**src/rtl/trap_pkg.sv**
```systemverilog
package trap_pkg;
  localparam int CODE_W = 5;

  typedef enum logic [CODE_W-1:0] {
    CODE_NONE  = 5'd0,
    CODE_BADOP = 5'd10,
    CODE_OVF   = 5'd12
  } trap_code_e;
endpackage

```
**src/rtl/trap_ovf_detect.sv**
```systemverilog
// Signed overflow of a + b from the carries into and out of the sign bit.
module trap_ovf_detect #(
  parameter int XLEN = 32
) (
  input  logic            en,
  input  logic [XLEN-1:0] a,
  input  logic [XLEN-1:0] b,
  output logic            ovf
);
  logic [XLEN:0] carry;

  assign carry[0] = 1'b0;

  for (genvar i = 0; i < XLEN; i++) begin : g_carry
    assign carry[i+1] = (a[i] & b[i]) | (a[i] & carry[i]) | (b[i] & carry[i]);
  end

  assign ovf = en & (carry[XLEN] ^ carry[XLEN-1]);
endmodule

```
**src/rtl/trap_arbiter.sv**
```systemverilog
// Selects the oldest faulting stage; execute outranks decode.
module trap_arbiter
  import trap_pkg::*;
#(
  parameter int PCW = 32
) (
  input  logic            ex_hit,
  input  logic [PCW-1:0]  ex_pc,
  input  logic            id_hit,
  input  logic [PCW-1:0]  id_pc,
  output logic            take,
  output logic            from_ex,
  output logic [PCW-1:0]  sel_pc,
  output trap_code_e      sel_code
);
  always_comb begin
    take     = ex_hit | id_hit;
    from_ex  = ex_hit;
    sel_pc   = '0;
    sel_code = CODE_NONE;
    if (ex_hit) begin
      sel_pc   = ex_pc;
      sel_code = CODE_OVF;
    end else if (id_hit) begin
      sel_pc   = id_pc;
      sel_code = CODE_BADOP;
    end
  end
endmodule

```
**src/rtl/trap_regs.sv**
```systemverilog
// Exception-PC and cause registers, loaded only on a taken trap.
module trap_regs
  import trap_pkg::*;
#(
  parameter int PCW      = 32,
  parameter int CAUSE_W  = 32,
  parameter int CODE_LSB = 2
) (
  input  logic               clk,
  input  logic               rst_n,
  input  logic               take,
  input  logic [PCW-1:0]     pc_in,
  input  trap_code_e         code_in,
  output logic [PCW-1:0]     epc,
  output logic [CAUSE_W-1:0] cause
);
  logic [PCW-1:0]     epc_q, epc_d;
  logic [CAUSE_W-1:0] cause_q, cause_d;
  logic [CAUSE_W-1:0] cause_new;

  always_comb begin
    cause_new = '0;
    cause_new[CODE_LSB +: CODE_W] = code_in;
  end

  always_comb begin
    epc_d   = epc_q;
    cause_d = cause_q;
    if (take) begin
      epc_d   = pc_in;
      cause_d = cause_new;
    end
  end

  always_ff @(posedge clk or negedge rst_n) begin
    if (!rst_n) begin
      epc_q   <= '0;
      cause_q <= '0;
    end else begin
      epc_q   <= epc_d;
      cause_q <= cause_d;
    end
  end

  assign epc   = epc_q;
  assign cause = cause_q;
endmodule

```
**src/rtl/precise_trap_ctrl.sv**
```systemverilog
module precise_trap_ctrl
  import trap_pkg::*;
#(
  parameter int          XLEN       = 32,
  parameter int          PCW        = 32,
  parameter int          CAUSE_W    = 32,
  parameter int          CODE_LSB   = 2,
  parameter logic [31:0] HANDLER_PC = 32'h8000_0180
) (
  input  logic               clk,
  input  logic               rst_n,
  input  logic               id_valid,
  input  logic [PCW-1:0]     id_pc,
  input  logic               id_bad_op,
  input  logic               ex_valid,
  input  logic [PCW-1:0]     ex_pc,
  input  logic               ex_add,
  input  logic [XLEN-1:0]    ex_opa,
  input  logic [XLEN-1:0]    ex_opb,
  input  logic               ex_wr_in,
  output logic               flush_ifid,
  output logic               flush_idex,
  output logic               flush_exmem,
  output logic               redirect,
  output logic [PCW-1:0]     redirect_pc,
  output logic               ex_wr_out,
  output logic [PCW-1:0]     epc,
  output logic [CAUSE_W-1:0] cause
);
  localparam logic [PCW-1:0] VEC = PCW'(HANDLER_PC);

  logic            ex_hit, id_hit, take, from_ex;
  logic [PCW-1:0]  sel_pc;
  trap_code_e      sel_code;

  trap_ovf_detect #(.XLEN(XLEN)) u_ovf (
    .en  (ex_valid & ex_add),
    .a   (ex_opa),
    .b   (ex_opb),
    .ovf (ex_hit)
  );

  assign id_hit = id_valid & id_bad_op;

  trap_arbiter #(.PCW(PCW)) u_arb (
    .ex_hit   (ex_hit),
    .ex_pc    (ex_pc),
    .id_hit   (id_hit),
    .id_pc    (id_pc),
    .take     (take),
    .from_ex  (from_ex),
    .sel_pc   (sel_pc),
    .sel_code (sel_code)
  );

  trap_regs #(.PCW(PCW), .CAUSE_W(CAUSE_W), .CODE_LSB(CODE_LSB)) u_regs (
    .clk     (clk),
    .rst_n   (rst_n),
    .take    (take),
    .pc_in   (sel_pc),
    .code_in (sel_code),
    .epc     (epc),
    .cause   (cause)
  );

  assign flush_exmem = from_ex;
  assign flush_idex  = take;
  assign flush_ifid  = take;
  assign redirect    = take;
  assign redirect_pc = take ? VEC : '0;
  assign ex_wr_out   = ex_wr_in & ~from_ex;
endmodule

```
**config.mk**
```make
export PLATFORM = sky130hd
export DESIGN_NAME = precise_trap_ctrl
export DESIGN_NICKNAME = d
export VERILOG_FILES = /design/src/rtl/trap_pkg.sv /design/src/rtl/trap_ovf_detect.sv /design/src/rtl/trap_arbiter.sv /design/src/rtl/trap_regs.sv /design/src/rtl/precise_trap_ctrl.sv
export SDC_FILE = /design/constraint.sdc
export NUM_CORES = 1
export LEC_CHECK = 0
export ABC_AREA = 1
export CORE_ASPECT_RATIO = 1.25
export CORE_MARGIN = 1.5
export CORE_UTILIZATION = 36
export DETAILED_ROUTE_END_ITERATION = 6
export GPL_ROUTABILITY_DRIVEN = 0
export PLACE_DENSITY = 0.82
export SLEW_MARGIN = 20
export SYNTH_ARGS = -nofsm -noshare
export SYNTH_HDL_FRONTEND = slang
export SYNTH_HIERARCHICAL = 1
export SYNTH_SLANG_ARGS = --single-unit
export TNS_END_PERCENT = 5
```
**constraint.sdc**
```tcl
create_clock -name clk -period 4.14 [get_ports clk]
set_clock_uncertainty 0.05 [all_clocks]
set_input_delay 0.414 -clock clk [delete_from_list [all_inputs] [get_ports clk]]
set_output_delay 0.414 -clock clk [all_outputs]
set_load 0.02 [all_outputs]
```
# Word level (Yosys, flattened, before mapping)
# Cells that the tools add are included.
# op_classes
bitwise_logic,163
n_mux,5
# ops
operator,count
$and A1 B1 Y1,98
$mux W32,3
$or A1 B1 Y1,63
$mux W5,1
$mux W4,1
$not A1 Y1,1
$xor A1 B1 Y1,1
# word_totals
inputBits,135
ff_bits,37
output_inout_bits,101

# Longest topological paths before layout
# depth
ltp_word,98
depth_mapped,42
mapped_depth_nobuf,39

# Cells and area by module
# Netlist, hierarchy kept.
# modules_own_cells
module,instances,seq_area_each_um2,cells_each,area_per_inst_um2
trap_regs,1,925.9,184,1620.3
trap_ovf_detect,1,0.0,145,772.0
trap_arbiter,1,0.0,117,752.0
precise_trap_ctrl,1,0.0,41,284.0

# Worst setup path before layout
# No wires, ideal clock.
# synth_timing
path_kind,input-to-output
from,input ex_opb[5]
to,output flush_ifid
cell_stages,37
path_buffers,3
path_slack_ps,733
t_required_ps,3676
arrival_ps,2943
cell_sequence,inv_1 > o22ai_1 > inv_2 > nand2_1 > nand2_1 > nand2_1 > nand2_1 > nand2_1 > nand2_1 > nand2_1 > nand2_1 > nand2_1 > nand2_1 > nand2_1 > nand2_1 > nand2_1 > nand2_1 > nand2_1 > nand2_1 > nand2_1 > nand2_1 > nand2_1 > nand2_1 > nand2_1 > nand2_1 > nand2_1 > nand2_1 > nand2_1 > nand2_1 > nand2_1 > nand2_1 > a21oi_2 > buf_6 > inv_8 > buf_12 > nand2_1 > buf_4
# synth_between
elab_chain_cells,84
word_cells_on_any_way,111
# synth_rtl
element,line,text
"start, declared",precise_trap_ctrl.sv:19,"input logic [XLEN-1:0] ex_opb,"
$and A1 B1 Y1,trap_ovf_detect.sv:15,assign carry[i+1] = (a[i] & b[i]) | (a[i] & carry[i]) | (b[i] & carry[i]);
$or A1 B1 Y1,trap_ovf_detect.sv:15,
$or A1 B1 Y1 *,trap_ovf_detect.sv:15,
$and A1 B1 Y1,trap_ovf_detect.sv:15,
$or A1 B1 Y1,trap_ovf_detect.sv:15,
$or A1 B1 Y1 *,trap_ovf_detect.sv:15,
$and A1 B1 Y1,trap_ovf_detect.sv:15,
$or A1 B1 Y1,trap_ovf_detect.sv:15,
(+68 left out),-,
$or A1 B1 Y1,trap_ovf_detect.sv:15,
$or A1 B1 Y1 *,trap_ovf_detect.sv:15,
$and A1 B1 Y1,trap_ovf_detect.sv:15,
$or A1 B1 Y1 (2 in a row),trap_ovf_detect.sv:15,
$xor A1 B1 Y1 *,trap_ovf_detect.sv:18,assign ovf = en & (carry[XLEN] ^ carry[XLEN-1]);
$and A1 B1 Y1 *,trap_ovf_detect.sv:18,
via ex_hit,precise_trap_ctrl.sv:32,"logic ex_hit, id_hit, take, from_ex;"
$or A1 B1 Y1 *,trap_arbiter.sv:17,take = ex_hit | id_hit;
"end, declared",precise_trap_ctrl.sv:21,"output logic flush_ifid,"
# Mark *: on every way through the listed nets, which the timed path passes. The rest lies on a longest branch.

# Final worst setup path
# layout_timing
from,input ex_opa[1]
to,output redirect_pc[31]
# layout_between
elab_chain_cells,97
word_cells_on_any_way,128
# layout_rtl
element,line,text
"start, declared",precise_trap_ctrl.sv:18,"input logic [XLEN-1:0] ex_opa,"
$and A1 B1 Y1,trap_ovf_detect.sv:15,
$or A1 B1 Y1 * (2 in a row),trap_ovf_detect.sv:15,
$and A1 B1 Y1,trap_ovf_detect.sv:15,
$or A1 B1 Y1,trap_ovf_detect.sv:15,
$or A1 B1 Y1 *,trap_ovf_detect.sv:15,
$and A1 B1 Y1,trap_ovf_detect.sv:15,
$or A1 B1 Y1,trap_ovf_detect.sv:15,
$or A1 B1 Y1 *,trap_ovf_detect.sv:15,
(+79 left out),-,
$or A1 B1 Y1,trap_ovf_detect.sv:15,
$or A1 B1 Y1 *,trap_ovf_detect.sv:15,
$and A1 B1 Y1,trap_ovf_detect.sv:15,
$or A1 B1 Y1 (2 in a row),trap_ovf_detect.sv:15,
$xor A1 B1 Y1 *,trap_ovf_detect.sv:18,
$and A1 B1 Y1 *,trap_ovf_detect.sv:18,
$or A1 B1 Y1 *,trap_arbiter.sv:17,
$mux W32 *,precise_trap_ctrl.sv:70,assign redirect_pc = take ? VEC : '0;
"end, declared",precise_trap_ctrl.sv:25,"output logic [PCW-1:0] redirect_pc,"
# Every way passes the cells marked *; elsewhere a longest branch is shown, timed or not.

==> impl_results.md <==
- Drt wl/cell: 10.9 um
- Pin count of the biggest net entering global routing: 38
- Port bufs: 179
- TritonCTS clock tree: yes
- Cell type of the slowest stage on the worst timing path: clkdlybuf4s50_1
- IR drop worst, VDD: 0.160 mV
- Floorplan core area: 9220 um2
- Clock root buffer: clkbuf_16
- Synth top area share: 27.0%
- Cell internal pwr: 0.963 mW
- Proportion of layout cells with a drive suffix above 1: 10.4%
- Drt initial violations: 115
- Initial antenna violation count: 0
- Number of vias per cell: 4.25
- Most frequent cell on the critical path: nand2_1
- Leakage power: 2.80 nW
- Max stage delay on crit path: 0.48 ns
- Wire length after detailed routing: 8480 um
- Post-route worst setup slack: 0.252 ns
- Pwr/cell area: 268 nW/um2
- Clk buf depth: 2
- Slew margin rel.: 47.2%
- Finish-stage setup viols: 0
- Startpoint class of the critical path: primary input
- Number of enable flip-flop cells after synthesis: 0
- Register area share after synthesis: 27.0%
- Final total negative setup slack: 0 ns
- Library cells used by synthesis: 21
- Remaining Overflow, GRT: 0
- HPWL after detailed placement: 6840 um
- Clock network fraction of design power: 31.9%
- Worst min-delay path category: primary input to async pin
- Most used flip-flop cell after synthesis: dfrtp_1
- Fillers: 818
- Synthesis-to-layout area growth: 49.7%
- Result of the run: complete, no violations
- Area occupied by registers: 926 um2
- Number of levels the H-tree was split into: 2
- Multi-input logic area: 1570 um2
- Most repeated cell in the gate-level netlist after synthesis: nand2_1
- Sw Ratio: 30.1%
- Syn Std Cell Area: 3430 um2
- Share of power burned in registers: 30.6%
- Critical Path AT: 3.42 ns
- Total Routing Usage GR: 16.2%
- Final number of hold-violating endpoints: 0
- Internal reg-to-reg setup slack: 3.43 ns
- Number of clock sinks: 37
- Worst-path fanout max: 10
- Clock transition at the register clock pins on the worst setup and hold paths after CTS: 0.05 ns
- First-pass GRT wire length: 13500 um
- Die Y: 112 um
- Crit path kind: primary input to output pin
- Post-synth ARST share: 100%
- DR pass1 iterations: 4
- Critical path endpoint category: output pin
- Worst-margin pin slew: 0.793 ns
- Mean instance size in the synthesized netlist: 7.04 um2
- Remaining design rule violation count: 0
- Top cells by count, synth: 218 x nand2_1, 73 x buf_4, 58 x inv_1, 37 x dfrtp_1, 29 x nand3_2
- Skew-Pair Late Insertion Delay: 0.28 ns
- Worst-case setup slack after placement: -0.0628 ns
- Top-level I/O count: 236
- Die boundary width: 90.3 um
- Inserted Clock Buffers: 5
- Warning count from the yosys run: 6
- Final net count: 788
- Post-route clock period utilization: 93.9%
- Tightest hold margin: 0.166 ns
- RSZ-0062 raised after global routing: yes
- Maximum operating frequency: 257 MHz
- Count of antenna-violating nets left after detailed routing: 0
- Starting density of the core: 37.2%
- Gate count after technology mapping: 487
- Routed via count: 3303
- Max Cap Violations: 0
- Post-place instance area: 4960 um2
- Flip-flop and latch count after synthesis: 37
- Antenna Diode Count: 0
- Data required, critical path: 3.68 ns
- DIE AREA: 10100 um2
- Total non-filler cell area in the finished layout: 5130 um2
- Fraction of power consumed by combinational cells: 37.5%
- Number of global-route vias before repair: 3066
- Max-slew violation total from the final report: 0
- Largest cells by area after synthesis: dfrtp_1 27%, nand2_1 24%, buf_4 16%
- Placement row count: 39
- Largest area contributor in the synthesized netlist: dfrtp_1
- Post-CTS setup buffer count: 0
- Fin crit period: 3.89 ns
- Total power: 1.38 mW
- Psw: 0.414 mW
==> sequential cells by signal, summed over array words and instances, names as in the netlist <==
name          count
u_regs/epc       32
u_regs/cause      5
==> final timing paths <==
kind,startpoint,endpoint,cells past startpoint
hold / removal,rst_n,u_regs/epc[14],1
setup / recovery,ex_opa[1],redirect_pc[31],39
hold reg to reg,u_regs/epc[24],u_regs/epc[24],2
setup reg to reg,u_regs/epc[23],u_regs/epc[23],2
max in group asynchronous,rst_n,u_regs/epc[9],1
min in group clk,u_regs/epc[24],u_regs/epc[24],2
==> metrics by stage <==
step           cells  utilization (%)
2_1_floorplan    542                -
3_3_place_gp     769             53.8
3_5_place_dp     769             53.8
4_1_cts          777             55.6
5_1_grt          777             55.7
6_report         777             55.7
==> metal layers <==
| metal | vias up | part of all wire (%) | GRT usage (%) |
|---|---|---|---|
| met3 | 10 | 11 | 4.88 |
| met4 | 0 | 1.5 | 4.66 |
| met1 | 1441 | 37 | 16.7 |
| li1 | 1661 | - | - |
| met5 | - | 0 | 0 |
| met2 | 191 | 50 | 31.3 |
==> area by class of cell <==
cell class,instances,share of cell area [%]
timing repair buffer,188,36.3
multi-input combinational,343,30.6
sequential,37,18.0
inverter,78,8.58
tap,123,3.00
clock buffer,6,2.71
clock inverter,2,0.731
==> power by group through the flow <==
stage | combinational (mW) | clock, mW | sequential (mW)
finish | 0.517 | 0.439 | 0.421
global route | 0.557 | 0.466 | 0.425
CTS | 0.521 | 0.449 | 0.422
detailed placement | 0.522 | 0 | 0.428
global placement | 0.515 | 0 | 0.425
floorplan | 0.270 | 0 | 0.475
==> cell families after synthesis <==
kind of cell,count (synthesis),share of synthesized area [%]
AO/OA/AOI/OAI,28,5.55
buffers and inverters,162,33.4
flip-flops,37,27.0
other,3,0.328
AND/OR/NAND/NOR,257,33.7
==> what timing repair did <==
item	4_1_cts	5_1_grt
hold buffers	0	0
hold endpoints to repair	0	0
pin swaps	0	0
gates resized for setup	6	3
setup endpoints to repair	6	45
==> cell usage in the layout (no fill, tap or decap) <==
cell type and instances:
dfrtp_1 37, inv_8 1, conb_1 58, a22oi_1 12, nor2_1 4, clkbuf_8 1
clkbuf_16 5, nand3_2 29, clkinv_1 1, bufinv_16 1, clkdlybuf4s15_1 1, inv_1 58
a21oi_1 2, buf_4 8, a21oi_4 1, buf_12 1, nand3_1 5, o22ai_1 13
bufinv_8 10, dlymetal6s2s_1 2, dlygate4sd2_1 5, clkdlybuf4s50_1 170, clkinvlp_4 1, clkinv_2 2
nor2_2 1, nand2_1 218, buf_2 1, inv_2 6
==> worst max-delay path, delay by kind of cell <==
kind                   cells  cell delay [ns]
buffers and inverters      4             0.97
and+or+nand+nor           34             1.81
AOI/OAI and AO/OA          1             0.21
(Power assumes the default switching activity.)
